--- config.mk ---
export PLATFORM = sky130hd
export DESIGN_NAME = fml_loop_ctrl
export DESIGN_NICKNAME = d
export VERILOG_FILES = /design/src/rtl/fml_pkg.sv /design/src/rtl/fml_edge_sync.sv /design/src/rtl/fml_divider.sv /design/src/rtl/fml_freq_meter.sv /design/src/rtl/fml_phase_det.sv /design/src/rtl/fml_loop_ctrl.sv
export SDC_FILE = /design/constraint.sdc
export NUM_CORES = 1
export LEC_CHECK = 0
export BUFFER_PORTS_ARGS = -buffer_cell sky130_fd_sc_hd__buf_2
export CORE_UTILIZATION = 46
export DETAILED_ROUTE_END_ITERATION = 16
export PLACE_DENSITY = 0.66
export SYNTH_ARGS = -nofsm -noshare
export SYNTH_HDL_FRONTEND = slang
export SYNTH_SLANG_ARGS = --single-unit
--- constraint.sdc ---
create_clock -name clk -period 2.7 [get_ports clk]
set_clock_uncertainty 0.2 [all_clocks]
set_input_delay 0.405 -clock clk [delete_from_list [all_inputs] [get_ports clk]]
set_output_delay 0.405 -clock clk [all_outputs]
set_load 0.03 [all_outputs]
--- src/rtl/fml_pkg.sv ---
package fml_pkg;

    typedef enum logic [1:0] {
        ST_SWEEP  = 2'd0,
        ST_COARSE = 2'd1,
        ST_LOCK   = 2'd2
    } fml_state_e;

    typedef enum logic {
        DIR_SLOW = 1'b0,
        DIR_FAST = 1'b1
    } fml_dir_e;

endpackage

--- src/rtl/fml_edge_sync.sv ---
module fml_edge_sync #(
    parameter int STAGES = 2
) (
    input  logic clk,
    input  logic rst_n,
    input  logic din,
    output logic rise
);
    // STAGES flops for metastability settling, one more for the edge compare
    logic [STAGES:0] pipe_q;

    always_ff @(posedge clk or negedge rst_n) begin
        if (!rst_n) begin
            pipe_q <= '0;
        end else begin
            pipe_q <= {pipe_q[STAGES-1:0], din};
        end
    end

    assign rise = pipe_q[STAGES-1] & ~pipe_q[STAGES];

endmodule

--- src/rtl/fml_divider.sv ---
module fml_divider #(
    parameter int W = 8
) (
    input  logic         clk,
    input  logic         rst_n,
    input  logic         clr,
    input  logic [W-1:0] ratio,
    input  logic         tick_in,
    output logic         tick_out
);
    logic [W-1:0] cnt_q;
    logic [W-1:0] term;

    // a ratio of zero behaves as divide-by-one
    always_comb begin
        term = (ratio == '0) ? '0 : ratio - 1'b1;
    end

    always_ff @(posedge clk or negedge rst_n) begin
        if (!rst_n) begin
            cnt_q    <= '0;
            tick_out <= 1'b0;
        end else if (clr) begin
            cnt_q    <= '0;
            tick_out <= 1'b0;
        end else begin
            tick_out <= 1'b0;
            if (tick_in) begin
                if (cnt_q >= term) begin
                    cnt_q    <= '0;
                    tick_out <= 1'b1;
                end else begin
                    cnt_q <= cnt_q + 1'b1;
                end
            end
        end
    end

endmodule

--- src/rtl/fml_freq_meter.sv ---
module fml_freq_meter #(
    parameter int WIN   = 32,
    parameter int CNT_W = 8
) (
    input  logic clk,
    input  logic rst_n,
    input  logic clr,
    input  logic ref_tick,
    input  logic osc_tick,
    output logic meas_valid,
    output logic meas_fast
);
    localparam int WIN_W = (WIN > 1) ? $clog2(WIN) : 1;
    localparam logic [WIN_W-1:0] WIN_LAST = WIN_W'(WIN - 1);
    localparam logic [CNT_W-1:0] WIN_CNT  = CNT_W'(WIN);

    logic             armed_q;
    logic [WIN_W-1:0] ref_cnt_q;
    logic [CNT_W-1:0] osc_cnt_q;
    logic [CNT_W-1:0] osc_inc;

    // saturating edge count including an edge in this very cycle
    always_comb begin
        osc_inc = (osc_tick && osc_cnt_q != '1) ? osc_cnt_q + 1'b1 : osc_cnt_q;
    end

    always_ff @(posedge clk or negedge rst_n) begin
        if (!rst_n) begin
            armed_q    <= 1'b0;
            ref_cnt_q  <= '0;
            osc_cnt_q  <= '0;
            meas_valid <= 1'b0;
            meas_fast  <= 1'b0;
        end else if (clr) begin
            armed_q    <= 1'b0;
            ref_cnt_q  <= '0;
            osc_cnt_q  <= '0;
            meas_valid <= 1'b0;
            meas_fast  <= 1'b0;
        end else begin
            meas_valid <= 1'b0;
            if (!armed_q) begin
                // first divided reference edge opens the first window
                if (ref_tick) begin
                    armed_q   <= 1'b1;
                    ref_cnt_q <= '0;
                    osc_cnt_q <= '0;
                end
            end else if (ref_tick && ref_cnt_q == WIN_LAST) begin
                meas_valid <= 1'b1;
                meas_fast  <= (osc_inc > WIN_CNT);
                ref_cnt_q  <= '0;
                osc_cnt_q  <= '0;
            end else begin
                osc_cnt_q <= osc_inc;
                if (ref_tick) begin
                    ref_cnt_q <= ref_cnt_q + 1'b1;
                end
            end
        end
    end

endmodule

--- src/rtl/fml_phase_det.sv ---
module fml_phase_det (
    input  logic clk,
    input  logic rst_n,
    input  logic en,
    input  logic ref_tick,
    input  logic osc_tick,
    output logic adv,
    output logic rec
);
    logic osc_seen_q;

    always_ff @(posedge clk or negedge rst_n) begin
        if (!rst_n) begin
            osc_seen_q <= 1'b0;
            adv        <= 1'b0;
            rec        <= 1'b0;
        end else if (!en) begin
            osc_seen_q <= 1'b0;
            adv        <= 1'b0;
            rec        <= 1'b0;
        end else begin
            adv <= 1'b0;
            rec <= 1'b0;
            if (ref_tick) begin
                if (!osc_tick) begin
                    // oscillator edge already seen: it leads, hold it back
                    rec <= osc_seen_q;
                    adv <= ~osc_seen_q;
                end
                osc_seen_q <= 1'b0;
            end else if (osc_tick) begin
                osc_seen_q <= 1'b1;
            end
        end
    end

endmodule

--- src/rtl/fml_loop_ctrl.sv ---
module fml_loop_ctrl
    import fml_pkg::*;
#(
    parameter int DIV_W       = 8,
    parameter int CODE_MAX    = 8,
    parameter int WIN         = 32,
    parameter int LOCK_ALT    = 4,
    parameter int SYNC_STAGES = 2,
    parameter int CODE_W      = $clog2(CODE_MAX + 1)
) (
    input  logic              clk,
    input  logic              rst_n,
    input  logic              osc_in,
    input  logic              ref_in,
    input  logic [DIV_W-1:0]  fb_div_i,
    input  logic [DIV_W-1:0]  ref_div_i,
    input  logic              load_i,
    output logic [CODE_W-1:0] code_o,
    output logic              acq_o,
    output logic              lock_o,
    output logic              adv_o,
    output logic              rec_o
);
    localparam int CNT_W = $clog2(WIN) + 3;
    localparam int ALT_W = $clog2(LOCK_ALT + 1);
    localparam logic [CODE_W-1:0] CODE_TOP = CODE_W'(CODE_MAX);
    localparam logic [ALT_W-1:0]  ALT_LAST = ALT_W'(LOCK_ALT - 1);
    localparam int NCH = 2;   // channel 0: reference, channel 1: oscillator

    // ratio capture and restart
    logic             init_q;
    logic             restart;
    logic [DIV_W-1:0] fb_ratio_q;
    logic [DIV_W-1:0] ref_ratio_q;

    assign restart = load_i | ~init_q;

    always_ff @(posedge clk or negedge rst_n) begin
        if (!rst_n) begin
            init_q      <= 1'b0;
            fb_ratio_q  <= DIV_W'(1);
            ref_ratio_q <= DIV_W'(1);
        end else begin
            init_q <= 1'b1;
            if (restart) begin
                fb_ratio_q  <= fb_div_i;
                ref_ratio_q <= ref_div_i;
            end
        end
    end

    // synchronise and divide both waveforms
    logic             raw_in   [NCH];
    logic [DIV_W-1:0] ch_ratio [NCH];
    logic             ch_rise  [NCH];
    logic             ch_tick  [NCH];

    assign raw_in[0]   = ref_in;
    assign raw_in[1]   = osc_in;
    assign ch_ratio[0] = ref_ratio_q;
    assign ch_ratio[1] = fb_ratio_q;

    for (genvar g = 0; g < NCH; g++) begin : g_chan
        fml_edge_sync #(
            .STAGES (SYNC_STAGES)
        ) u_sync (
            .clk  (clk),
            .rst_n(rst_n),
            .din  (raw_in[g]),
            .rise (ch_rise[g])
        );

        fml_divider #(
            .W(DIV_W)
        ) u_div (
            .clk     (clk),
            .rst_n   (rst_n),
            .clr     (restart),
            .ratio   (ch_ratio[g]),
            .tick_in (ch_rise[g]),
            .tick_out(ch_tick[g])
        );
    end

    // frequency verdicts
    logic meas_valid;
    logic meas_fast;

    fml_freq_meter #(
        .WIN  (WIN),
        .CNT_W(CNT_W)
    ) u_meter (
        .clk       (clk),
        .rst_n     (rst_n),
        .clr       (restart),
        .ref_tick  (ch_tick[0]),
        .osc_tick  (ch_tick[1]),
        .meas_valid(meas_valid),
        .meas_fast (meas_fast)
    );

    // acquisition state machine
    fml_state_e        state_q, state_d;
    fml_dir_e          dir_q, dir_d, meas_dir;
    logic [CODE_W-1:0] code_q, code_d, code_up, code_dn, code_step;
    logic [ALT_W-1:0]  alt_q, alt_d;

    always_comb begin
        meas_dir  = meas_fast ? DIR_FAST : DIR_SLOW;
        code_up   = (code_q == CODE_TOP) ? code_q : code_q + 1'b1;
        code_dn   = (code_q == '0) ? code_q : code_q - 1'b1;
        code_step = meas_fast ? code_dn : code_up;
    end

    always_comb begin
        state_d = state_q;
        code_d  = code_q;
        dir_d   = dir_q;
        alt_d   = alt_q;
        if (meas_valid) begin
            unique case (state_q)
                ST_SWEEP: begin
                    code_d = code_step;
                    dir_d  = meas_dir;
                    if (!meas_fast) begin
                        // reversal: first slow verdict
                        state_d = ST_COARSE;
                        alt_d   = '0;
                    end
                end
                ST_COARSE: begin
                    code_d = code_step;
                    dir_d  = meas_dir;
                    if (meas_dir != dir_q) begin
                        if (alt_q == ALT_LAST) begin
                            state_d = ST_LOCK;
                            alt_d   = '0;
                        end else begin
                            alt_d = alt_q + 1'b1;
                        end
                    end else begin
                        alt_d = '0;
                    end
                end
                ST_LOCK: begin
                    code_d = code_step;
                    dir_d  = meas_dir;
                    if (meas_dir == dir_q) begin
                        state_d = ST_COARSE;
                        alt_d   = '0;
                    end
                end
                default: begin
                    state_d = ST_SWEEP;
                    code_d  = CODE_TOP;
                    alt_d   = '0;
                end
            endcase
        end
    end

    // state register
    always_ff @(posedge clk or negedge rst_n) begin
        if (!rst_n) begin
            state_q <= ST_SWEEP;
            code_q  <= CODE_TOP;
            dir_q   <= DIR_SLOW;
            alt_q   <= '0;
        end else if (restart) begin
            state_q <= ST_SWEEP;
            code_q  <= CODE_TOP;
            dir_q   <= DIR_SLOW;
            alt_q   <= '0;
        end else begin
            state_q <= state_d;
            code_q  <= code_d;
            dir_q   <= dir_d;
            alt_q   <= alt_d;
        end
    end

    // outputs
    always_comb begin
        code_o = code_q;
        acq_o  = (state_q != ST_SWEEP);
        lock_o = (state_q == ST_LOCK);
    end

    // phase requests once frequency is roughly aligned
    fml_phase_det u_phase (
        .clk     (clk),
        .rst_n   (rst_n),
        .en      (acq_o),
        .ref_tick(ch_tick[0]),
        .osc_tick(ch_tick[1]),
        .adv     (adv_o),
        .rec     (rec_o)
    );

endmodule

==> impl_metrics.csv, run 1 <==
group,metric,value,unit
layout,finish.utilization,60.2,%
timing,finalWorstSetupSlack,-0.139,ns
synthesis,syn_nets,498,
clock_network,cts.path.max_buffers,2,
layout,fin_cells,623,
worst_setup_path,cp_data_arrival_time,2.90,ns
synthesis,synthArstFlopShare,100,%
pwr,finalPower,2.36,mW
route,vias,3435,
synthesis,synthTopCellsByArea,"dfrtp_1 42%, nand2_1 8.2%, ha_1 8.1%",
synthesis,syn_inst,450,
placement,pre_cts_ws,-0.220,ns
grt,grt_util_all_layers,21.5,%
synthesis,synth_area,0.00402,mm²
floorplan,chipHeight,95.5,µm
clock_network,root_buffer,"clkbuf_8",
floorplan,dieWidth,95.5,µm
synthesis,ys_types,55,
floorplan,num_rows,33,
timing,finalSetupTns,-0.819,ns
worst_setup_path,critPathKind,"reg2reg",
grt,first_global_vias,3384,
grt,grt_pass1_wl,15100,µm
run,max-cap-violations,0,
pwr,ir_drop,0.242,mV
floorplan,ioPinCount,29,
floorplan,start_util,48.2,%
worst_setup_path,worstPathRequired,2.76,ns
hold_path,hp-class,"in2reg",
timing,slew_viol_final,0,
placement,dp_hpwl,6040,µm
route,wl,8930,µm
route,drt-initial-drc-count,117,
synthesis,ys_ff_latch,70,
grt,antenna_found_initial,0,
clock_network,cts_max_level,3,
worst_setup_path,critPathMaxStageDelay,0.54,ns
floorplan,core,0.00834,mm²
status,status,"finished, violations left",
placement,dp.cells,596,
clock_network,tritoncts,"built",
synthesis,synth_edf_count,0,
timing,min_period,2.84,ns
synthesis,synth_flop_cell,"dfrtp_1",
floorplan,die_area,0.00912,mm²
worst_setup_path,cp_slowest_cell,"or4_4",
synthesis,ys_warn_count,0,
clock_network,clock_latency,0.35,ns
clock_network,clk_pin_slew,0.08,ns
timing,rsz0062_at_grt,"true",
worst_setup_path,worstPathMaxFanout,5,
placement,gp_congestion,0.840,
timing,final-setup-viol-count,13,
synthesis,syn_area_per_cell,8.94,µm²
synthesis,yosysSeqAreaShare,43.7,%
route,firstDrtPassIters,4,
placement,port_buffers,28,
synthesis,synth.top_cell.area_share,41.7,%
route,antenna_left,0,
layout,diodes,0,
layout,area_delta_synth_final,24.9,%
timing,hold_violations,0,
route,drc,0,
worst_setup_path,end_kind,"flop",
clock_network,cts_buffers,9,
timing,max_freq,352,MHz
worst_setup_path,crit_chain,"or4_4 -> or3_4 -> buf_4 -> nand2_2 -> ha_4 -> a211oi_2 -> o21ai_2 -> a21oi_2 -> nand2b_1 -> a31oi_1",
grt,grt_overflow_total,0,
synthesis,synth_top_area_cell,"dfrtp_1",
pwr,p_leak,2.38,nW
worst_setup_path,critPathLaunchType,"flop",
layout,drive_gt1_share,25.7,%
route,wire_per_inst,14.3,µm
layout,fin_nets,562,
clock_network,cts.sinks,70,
pwr,powerDensity,470,mW/mm²
status,violations,"negative setup slack",
grt,grt_max_degree,71,
route,post_drt_via_cell_ratio,5.51,
timing,fin_crit_sh,105,%
[worst paths after layout]
| path | endpoint | from | slack, ns | cells past startpoint |
|---|---|---|---|---|
| worst min-delay path | ref_ratio_q[7]$_DFFE_PN0N_ | ref_div_i[7] | 0.05 | 3 |
| max in group asynchronous | fb_ratio_q[0]$_DFFE_PN1N_ | rst_n | 1.55 | 3 |
| min in group asynchronous | ref_ratio_q[5]$_DFFE_PN0N_ | rst_n | 0.38 | 3 |
| worst min register to register | g_chan[1].u_sync.pipe_q[1]$_DFF_PN0_ | g_chan[1].u_sync.pipe_q[0]$_DFF_PN0_ | 0.15 | 0 |
| worst max-delay path | g_chan[0].u_div.cnt_q[2]$_DFFE_PN0P_ | ref_ratio_q[5]$_DFFE_PN0N_ | -0.14 | 10 |
| worst max register to register | g_chan[0].u_div.cnt_q[2]$_DFFE_PN0P_ | ref_ratio_q[5]$_DFFE_PN0N_ | -0.14 | 10 |
[stage by stage]
step | area, µm² | hold slack (ns)
CTS | 4930 | 0.0352
finish | 5020 | 0.0459
detailed placement | 4520 | 0.138
floorplan | 4100 | -0.0906
global placement | 4520 | 0.137
global route | 5020 | 0.0477
[layout by cell type (no fill, tap or decap), types with 4 or more instances in the layout]
cell type	instances
nand2_1	83
dfrtp_1	67
nor2_1	41
buf_4	32
buf_2	28
ha_1	21
a21oi_1	19
o21ai_0	17
nor3_1	12
nand3_1	12
inv_1	10
nand2b_1	10
xnor2_1	10
xor2_1	9
clkbuf_8	9
a21o_1	8
a31oi_1	8
a22o_1	7
nand4_1	6
and3_1	5
a21oi_2	5
ha_4	5
nand2_2	4
nor3b_1	4
nor2b_1	4
buf_6	4
[report_power, final]
part	switching (mW)	leakage, nW	internal [mW]	total [mW]
Combinational	0.182	1.35	0.170	0.352
Sequential	0.0286	0.922	1.08	1.11
Clock	0.388	0.106	0.511	0.899
Total	0.599	2.38	1.76	2.36
[routing by layer]
layer / vias up / global-route usage (%) / share of wire [%]
met3: 8 / 4.07 / 2.9
met1: 1668 / 28.2 / 47
met5: - / 0 / 0
li1: 1707 / - / -
met4: 0 / 7.46 / 1.3
met2: 52 / 35.7 / 49
[cells by family after synthesis]
logic type                 share of synthesized area [%]
buffers and inverters                               3.05
xor gates and xnor gates                            4.14
other                                             0.0933
DFF                                                 43.7
and+or+nand+nor                                     25.1
AOI/OAI and AO/OA                                   14.2
adders and majority gates                           8.59
muxes                                               1.12
[repair_timing]
action                     in CTS  in global routing
pin swaps                      24                 21
hold endpoints to repair       69                  0
setup buffers                   7                  1
hold buffers                    3                  0
setup endpoints to repair      17                 18
gates resized for setup        22                 20
gates cloned                    1                  0
[critical path, delay by kind of cell (launching register included)]
kind                       cells  cell delay, ns
adders and majority gates      1            0.20
buffers and inverters          1            0.16
AOI/OAI and AO/OA              4            0.75
DFF                            1            0.39
and+or+nand+nor                4            1.04
[state kept, by name, summed over array words and instances, names as in the netlist, 2 cells and up]
| name | flops |
|---|---|
| g_chan.u_sync.pipe_q | 6 |
| state_q | 2 |
| u_meter.osc_cnt_q | 8 |
| ref_ratio_q | 8 |
| g_chan.u_div.cnt_q | 16 |
| fb_ratio_q | 8 |
| u_meter.ref_cnt_q | 5 |
| code_o | 4 |
| g_chan.u_div.tick_out | 2 |
| alt_q | 3 |
[cells in the mapped netlist (all sizes together) (9+ instances only)]
cell,count
xor2,9
a31oi,9
nor2,43
o21ai,23
inv,12
nand2b,13
a21oi,26
dfrtp,67
ha,26
xnor2,10
nor3,12
nand3,13
nand2,88
[final cells by class]
class / count / area [µm²]
well taps: 105 / 131
inverters: 12 / 45.0
fillers: 727 / 3320
repair buffers: 68 / 475
clock buffers: 10 / 128
clock inverters: 5 / 75.1
flip-flops and latches: 70 / 1760
multi-input cells: 353 / 2410
No activity file was read; power rests on OpenSTA's default activity.
==> inputs of run 2 (changes only) <==
--- a/config.mk
+++ b/config.mk
@@ -5,7 +5,8 @@
 export SDC_FILE = /design/constraint.sdc
 export NUM_CORES = 1
 export LEC_CHECK = 0
-export BUFFER_PORTS_ARGS = -buffer_cell sky130_fd_sc_hd__buf_2
+export ABC_AREA = 1
+export BUFFER_PORTS_ARGS = -buffer_cell sky130_fd_sc_hd__clkbuf_2
 export CORE_UTILIZATION = 46
 export DETAILED_ROUTE_END_ITERATION = 16
 export PLACE_DENSITY = 0.66
==> run 2 against run 1 <==
The run now ends clean. Synthesized area is 2.6% higher. Synthesized cell count is 16% higher. Routed wire length is 11% lower. Non-clock buffer count is 31 lower. First-iteration DRC count is 25% higher. Maximum frequency is 13% higher. Critical path type unchanged. Final area is 5.8% lower. Total power is 3.7% lower. Global-route usage is 3.3 points lower. Combinational power is 30% lower. Critical endpoint is now g_chan[1].u_div.cnt_q[6]$_DFFE_PN0P_.
==> impl_metrics.csv, run 2 <==
group,metric,value,unit
synthesis,ys_types,43,
floorplan,dieWidth,96.7,µm
synthesis,syn_area_per_cell,7.90,µm²
grt,grt_pass1_wl,14100,µm
synthesis,ys_warn_count,0,
layout,num-fill-cells,796,
worst_setup_path,crit_chain,"inv_1 -> ha_1 -> nand2_2 -> nor3_2 -> buf_4 -> a31oi_1 -> ha_1 -> inv_1 -> a21oi_1 -> o21bai_1 -> nand2_1 -> nand2_2 -> nand2_4 -> nor2_4 -> nand3_1 -> nand2_1",
clock_network,cts_buffers,9,
worst_setup_path,critPathMaxStageDelay,0.53,ns
timing,slew_viol_final,0,
grt,grt_overflow_total,0,
placement,port_buffers,28,
synthesis,synth_flop_cell,"dfrtp_1",
pwr,p_int,1.69,mW
layout,largest_reg_flops,16,
route,drc,0,
route,firstDrtPassIters,4,
timing,hold_violations,0,
placement,dp.cells,657,
synthesis,synth_edf_count,0,
synthesis,synth_area,0.00413,mm²
layout,fin_cells,677,
pwr,pwr-share-seq,48.5,%
layout,area_delta_synth_final,14.7,%
floorplan,num_rows,34,
worst_setup_path,critPathKind,"reg2reg",
synthesis,synth.top_cell.area_share,40.6,%
synthesis,yosysMostFrequentCell,"nand2_1",
pwr,pwr-share-clk,40.6,%
synthesis,synth_top_area_cell,"dfrtp_1",
synthesis,ys_ff_latch,70,
pwr,ir_drop,0.264,mV
synthesis,syn_nets,570,
grt,grt_util_all_layers,18.2,%
pwr,p_sw_share,25.8,%
synthesis,syn_inst,522,
pwr,p_leak,2.46,nW
clock_network,clk_pin_slew,0.07,ns
floorplan,die_area,0.00935,mm²
route,wl,7970,µm
synthesis,synthTopCellsByCount,"139 x nand2_1, 67 x dfrtp_1, 67 x inv_1",
clock_network,cts.path.max_buffers,2,
route,vias,3424,
synthesis,yosysSeqAreaShare,42.6,%
worst_setup_path,critPathLaunchType,"flop",
clock_network,tritoncts,"built",
layout,fin_nets,612,
placement,gp_congestion,0.822,
placement,post_dp_cell_area,0.00442,mm²
worst_setup_path,cp_data_arrival_time,2.60,ns
clock_network,clock_latency,0.35,ns
synthesis,synthArstFlopShare,100,%
layout,regMostFlops,"g_chan.u_div.cnt_q",
hold_path,hp-class,"in2reg",
grt,first_global_vias,3219,
worst_setup_path,cp_slowest_cell,"dfstp_2",
pwr,powerDensity,481,mW/mm²
worst_setup_path,worstPathRequired,2.78,ns
route,drt-initial-drc-count,146,
placement,dp_hpwl,5740,µm
layout,multi_input_area,0.00213,mm²
route,antenna_left,0,
run,max-cap-violations,0,
floorplan,ioPinCount,29,
timing,fin_crit_sh,93.3,%
route,wire_per_inst,11.8,µm
timing,max_freq,397,MHz
grt,antenna_found_initial,0,
clock_network,root_buffer,"clkbuf_8",
pwr,finalPower,2.27,mW
pwr,combPwrFrac,10.9,%
clock_network,cts_max_level,3,
layout,final_cell_mix,"133 x nand2_1, 67 x dfrtp_1, 66 x inv_1, 44 x nor2_1, 38 x nand3_1",
floorplan,start_util,47.3,%
layout,drive_gt1_share,16.5,%
layout,design_area,0.00473,mm²
layout,diodes,0,
worst_setup_path,worstPathMaxFanout,6,
status,status,"finished, final reports clean",
timing,min_period,2.52,ns
clock_network,cts.sinks,70,
floorplan,core,0.00872,mm²
layout,layout_commonest_cell,"nand2_1",
layout,final-seq-area,0.00176,mm²
synthesis,synthTopCellsByArea,"dfrtp_1 41%, nand2_1 13%, ha_1 7.9%",
worst_setup_path,end_kind,"flop",
route,post_drt_via_cell_ratio,5.06,
timing,holdWs,0.0535,ns
pwr,p_sw,0.586,mW
grt,grt_max_degree,71,
floorplan,chipHeight,96.7,µm
timing,final-setup-viol-count,0,
-- run 2: cell types whose count changed in the layout (fill, tap and decap cells not counted), sizes merged, moves of 11 or more --
cell	previous run	this run
nand2	88	144
nand3	13	39
a21oi	27	15
clkbuf	10	37
nand2b	13	0
inv	12	72
nor2	43	57
buf	65	7
o22ai	0	11
-- run 2: logic make-up (layout without fill, tap and decap cells) --
logic type / after synthesis / in the layout / share of synthesized area [%]
compound gates: 68 / 68 / 9.52
fa+ha+maj: 27 / 27 / 8.37
flops: 70 / 70 / 42.6
buf+inv: 78 / 125 / 7.37
other cells: 1 / 1 / 0.0909
simple gates: 262 / 262 / 28.7
xor+xnor: 16 / 16 / 3.40
-- run 2: layout make-up --
| class | instances | area share [%] |
|---|---|---|
| clock buffer | 10 | 2.70 |
| clock inverter | 6 | 1.82 |
| inverter | 72 | 5.71 |
| multi-input combinational | 374 | 45.0 |
| sequential | 70 | 37.1 |
| tap | 108 | 2.86 |
| timing repair buffer | 37 | 4.81 |
-- run 2: worst paths after layout --
check,startpoint,end,slack [ns],cells past startpoint
worst max-delay path,fb_ratio_q[0]$_DFFE_PN1N_,g_chan[1].u_div.cnt_q[6]$_DFFE_PN0P_,0.18,16
worst min-delay path,fb_div_i[5],fb_ratio_q[5]$_DFFE_PN0N_,0.05,3
worst max register to register,fb_ratio_q[0]$_DFFE_PN1N_,g_chan[1].u_div.cnt_q[6]$_DFFE_PN0P_,0.18,16
worst min register to register,g_chan[1].u_sync.pipe_q[0]$_DFF_PN0_,g_chan[1].u_sync.pipe_q[1]$_DFF_PN0_,0.16,0
max in group asynchronous,rst_n,fb_ratio_q[0]$_DFFE_PN1N_,1.56,3
min in group asynchronous,rst_n,u_meter.osc_cnt_q[2]$_DFFE_PN0P_,0.40,3
-- run 2: per-stage QoR --
| step | setup TNS (ns) | utilization [%] | setup WS [ns] |
|---|---|---|---|
| after global placement | 0 | 50.6 | 0.0993 |
| final | 0 | 54.2 | 0.181 |
| after floorplan | 0 | - | 0.240 |
| after detailed placement | 0 | 50.6 | 0.0311 |
| after CTS | 0 | 53.4 | 0.00843 |
| after global routing | -0.143 | 54.2 | -0.0342 |
-- run 2: per-layer routing --
metal	wire [µm]	global-route usage, %	share of wire (%)
met1	3900	24.7	49
met4	171	8.61	2.1
met2	3670	28.5	46
met3	238	2.96	3.0
met5	0	0	0
-- run 2: critical path, delay by kind of cell, from the launching register on --
kind | cells | cell delay [ns]
flops | 1 | 0.53
fa+ha+maj | 2 | 0.47
simple gates | 8 | 0.70
compound gates | 3 | 0.30
buf+inv | 3 | 0.26
-- run 2: what timing repair did --
| action | CTS | global route |
|---|---|---|
| resized for setup | 0 | 20 |
| hold buffers | 3 | 0 |
| endpoints found under the setup margin | 0 | 18 |
| endpoints found under the hold margin | 69 | 0 |
| buffers inserted | 0 | 1 |
-- run 2: power by group through the flow --
stage	registers [mW]	clock network, mW	logic, mW
after detailed placement	1.12	0	0.239
after CTS	1.10	0.950	0.243
after global placement	1.12	0	0.234
final	1.10	0.924	0.248
after global routing	1.11	0.984	0.289
after floorplan	1.12	0	0.161
==> inputs of run 3 (changes only) <==
--- a/config.mk
+++ b/config.mk
@@ -10,6 +10,7 @@
 export CORE_UTILIZATION = 46
 export DETAILED_ROUTE_END_ITERATION = 16
 export PLACE_DENSITY = 0.66
+export REMOVE_ABC_BUFFERS = 1
 export SYNTH_ARGS = -nofsm -noshare
 export SYNTH_HDL_FRONTEND = slang
 export SYNTH_SLANG_ARGS = --single-unit
==> run 3 against run 2 <==
Register-to-register slack worse by 0.02 ns. Utilization down 0.32 points. Sequential cell count unchanged. First-iteration DRC count down 14%. Combinational power up 4%. Final cell count down 0.15%. Clock power down 19%. Sequential share of layout area up 0.22 points. Sequential power about the same.
==> impl_metrics.csv, run 3 (same netlist as run 2, synthesis figures left out) <==
group,metric,value,unit
worst_setup_path,end_kind,"flop",
clock_network,root_buffer,"clkbuf_8",
layout,num-fill-cells,792,
layout,area_delta_synth_final,14.0,%
clock_network,cts_buffers,9,
clock_network,clk_pin_slew,0.07,ns
route,antenna_left,0,
clock_network,tritoncts,"built",
route,drt-initial-drc-count,125,
floorplan,ioPinCount,29,
clock_network,cts_max_level,3,
grt,grt_overflow_total,0,
route,wl,8110,µm
pwr,p_leak,2.44,nW
worst_setup_path,worstPathRequired,2.73,ns
route,drc,0,
clock_network,clock_latency,0.35,ns
layout,drive_gt1_share,16.9,%
placement,port_buffers,28,
floorplan,start_util,47.3,%
timing,worst_pin_slew,0.545,ns
floorplan,core,0.00872,mm²
layout,largest_reg_flops,16,
route,wire_per_inst,12.0,µm
run,max-cap-violations,0,
layout,fin_cells,676,
worst_setup_path,timing.rr.start,"ref_ratio_q[0]$_DFFE_PN1N_",
grt,first_global_vias,3299,
timing,max_freq,393,MHz
grt,grt_util_all_layers,18.7,%
layout,final_cell_mix,"133 x nand2_1, 67 x dfrtp_1, 63 x inv_1, 46 x nor2_1, 36 x nand3_1",
worst_setup_path,cp_data_arrival_time,2.57,ns
timing,fin_crit_sh,94.1,%
hold_path,hp-class,"in2reg",
layout,design_area,0.00470,mm²
worst_setup_path,critPathLaunchType,"flop",
grt,grt_pass1_wl,14500,µm
clock_network,cts.sinks,70,
layout,fin_nets,611,
clock_network,cts.path.max_buffers,2,
pwr,finalPower,2.11,mW
floorplan,die_area,0.00935,mm²
timing,finalSetupTns,0,ns
floorplan,dieWidth,96.7,µm
grt,antenna_found_initial,0,
placement,post_dp_cell_area,0.00441,mm²
worst_setup_path,worstPathMaxFanout,5,
hold_path,holdCritStartpoint,"fb_div_i[2]",
floorplan,num_rows,34,
pwr,ir_drop,0.273,mV
timing,slew_viol_final,0,
route,firstDrtPassIters,4,
timing,min_period,2.54,ns
timing,rsz0062_at_grt,"false",
layout,diodes,0,
worst_setup_path,crit_start,"ref_ratio_q[0]$_DFFE_PN1N_",
status,status,"finished, final reports clean",
worst_setup_path,critPathKind,"reg2reg",
placement,dp.cells,656,
route,post_drt_via_cell_ratio,5.06,
timing,final-setup-viol-count,0,
floorplan,chipHeight,96.7,µm
layout,layout_commonest_cell,"nand2_1",
pwr,powerDensity,449,mW/mm²
grt,grt_max_degree,71,
route,vias,3421,
layout,regMostFlops,"g_chan.u_div.cnt_q",
timing,hold_violations,0,
placement,dp_hpwl,5920,µm
placement,gp_congestion,0.860,
timing,slew_headroom,63.6,%
-- run 3: cell types whose count changed in the layout (fill, tap and decap cells not counted), moves of 2 or more --
cell       before  now
nand3_2         1    3
bufinv_16       2    0
nor2_1         44   46
nor2_2          6    4
nand3_1        38   36
inv_1          66   63
inv_2           6    9
-- run 3: final cells by class --
| class | instances | area, µm² | share of cell area [%] |
|---|---|---|---|
| clock buffers | 12 | 145 | 3.09 |
| clock inverters | 4 | 25.0 | 0.532 |
| inverters | 72 | 270 | 5.75 |
| multi-input cells | 374 | 2150 | 45.8 |
| flip-flops and latches | 70 | 1760 | 37.3 |
| well taps | 108 | 135 | 2.87 |
| repair buffers | 36 | 220 | 4.68 |
-- run 3: what timing repair did --
action	in CTS	in global routing
pin swaps	0	11
endpoints found under the hold margin	69	0
cloned	0	0
buffers inserted	0	1
resized for setup	2	23
hold buffers	3	0
endpoints found under the setup margin	12	18
-- run 3: worst paths after layout --
kind / endpoint / slack, ns / cells after the start
setup / recovery: g_chan[0].u_div.cnt_q[3]$_DFFE_PN0P_ / 0.16 / 17
hold / removal: fb_ratio_q[2]$_DFFE_PN0N_ / 0.05 / 3
setup reg to reg: g_chan[0].u_div.cnt_q[3]$_DFFE_PN0P_ / 0.16 / 17
hold reg to reg: g_chan[1].u_sync.pipe_q[1]$_DFF_PN0_ / 0.15 / 0
max in group asynchronous: ref_ratio_q[0]$_DFFE_PN1N_ / 1.56 / 3
min in group asynchronous: u_meter.osc_cnt_q[1]$_DFFE_PN0P_ / 0.40 / 3
-- run 3: power by group --
part           internal, mW  switching (mW)  leakage [nW]  total, mW
logic                0.0942           0.163          1.43      0.257
registers              1.08          0.0245         0.921       1.10
clock network         0.356           0.397        0.0824      0.753
total                  1.53           0.584          2.44       2.11
-- run 3: through the flow --
stage	setup slack, ns	utilization [%]	hold slack, ns
3_5_place_dp	-0.0299	50.6	0.136
2_1_floorplan	0.238	-	-0.0906
5_1_grt	0.00279	53.9	0.0623
3_3_place_gp	0.0414	50.6	0.133
6_report	0.159	53.9	0.0539
4_1_cts	0.00602	52.9	0.0439
-- run 3: layer usage --
layer  track usage [%]  up-vias  part of all wire [%]
met4              7.81        0                   1.8
met1              24.7     1606                    48
met5                 0        -                     0
li1                  -     1760                     -
met2              30.7       44                    48
met3              2.75       11                   2.1
-- run 3: critical path, stage by stage, from the launching register on --
cell      delay (ns)
dfstp_2         0.54
inv_2           0.05
ha_4            0.16
nand2_4         0.07
inv_2           0.04
nand2_2         0.07
nor3_2          0.06
or2_2           0.28
ha_1            0.28
inv_1           0.03
a21oi_1         0.11
o21bai_1        0.08
nand2_1         0.07
nand2_1         0.06
nand2_2         0.10
nand2_2         0.07
nand2_2         0.11
nor2_1          0.05
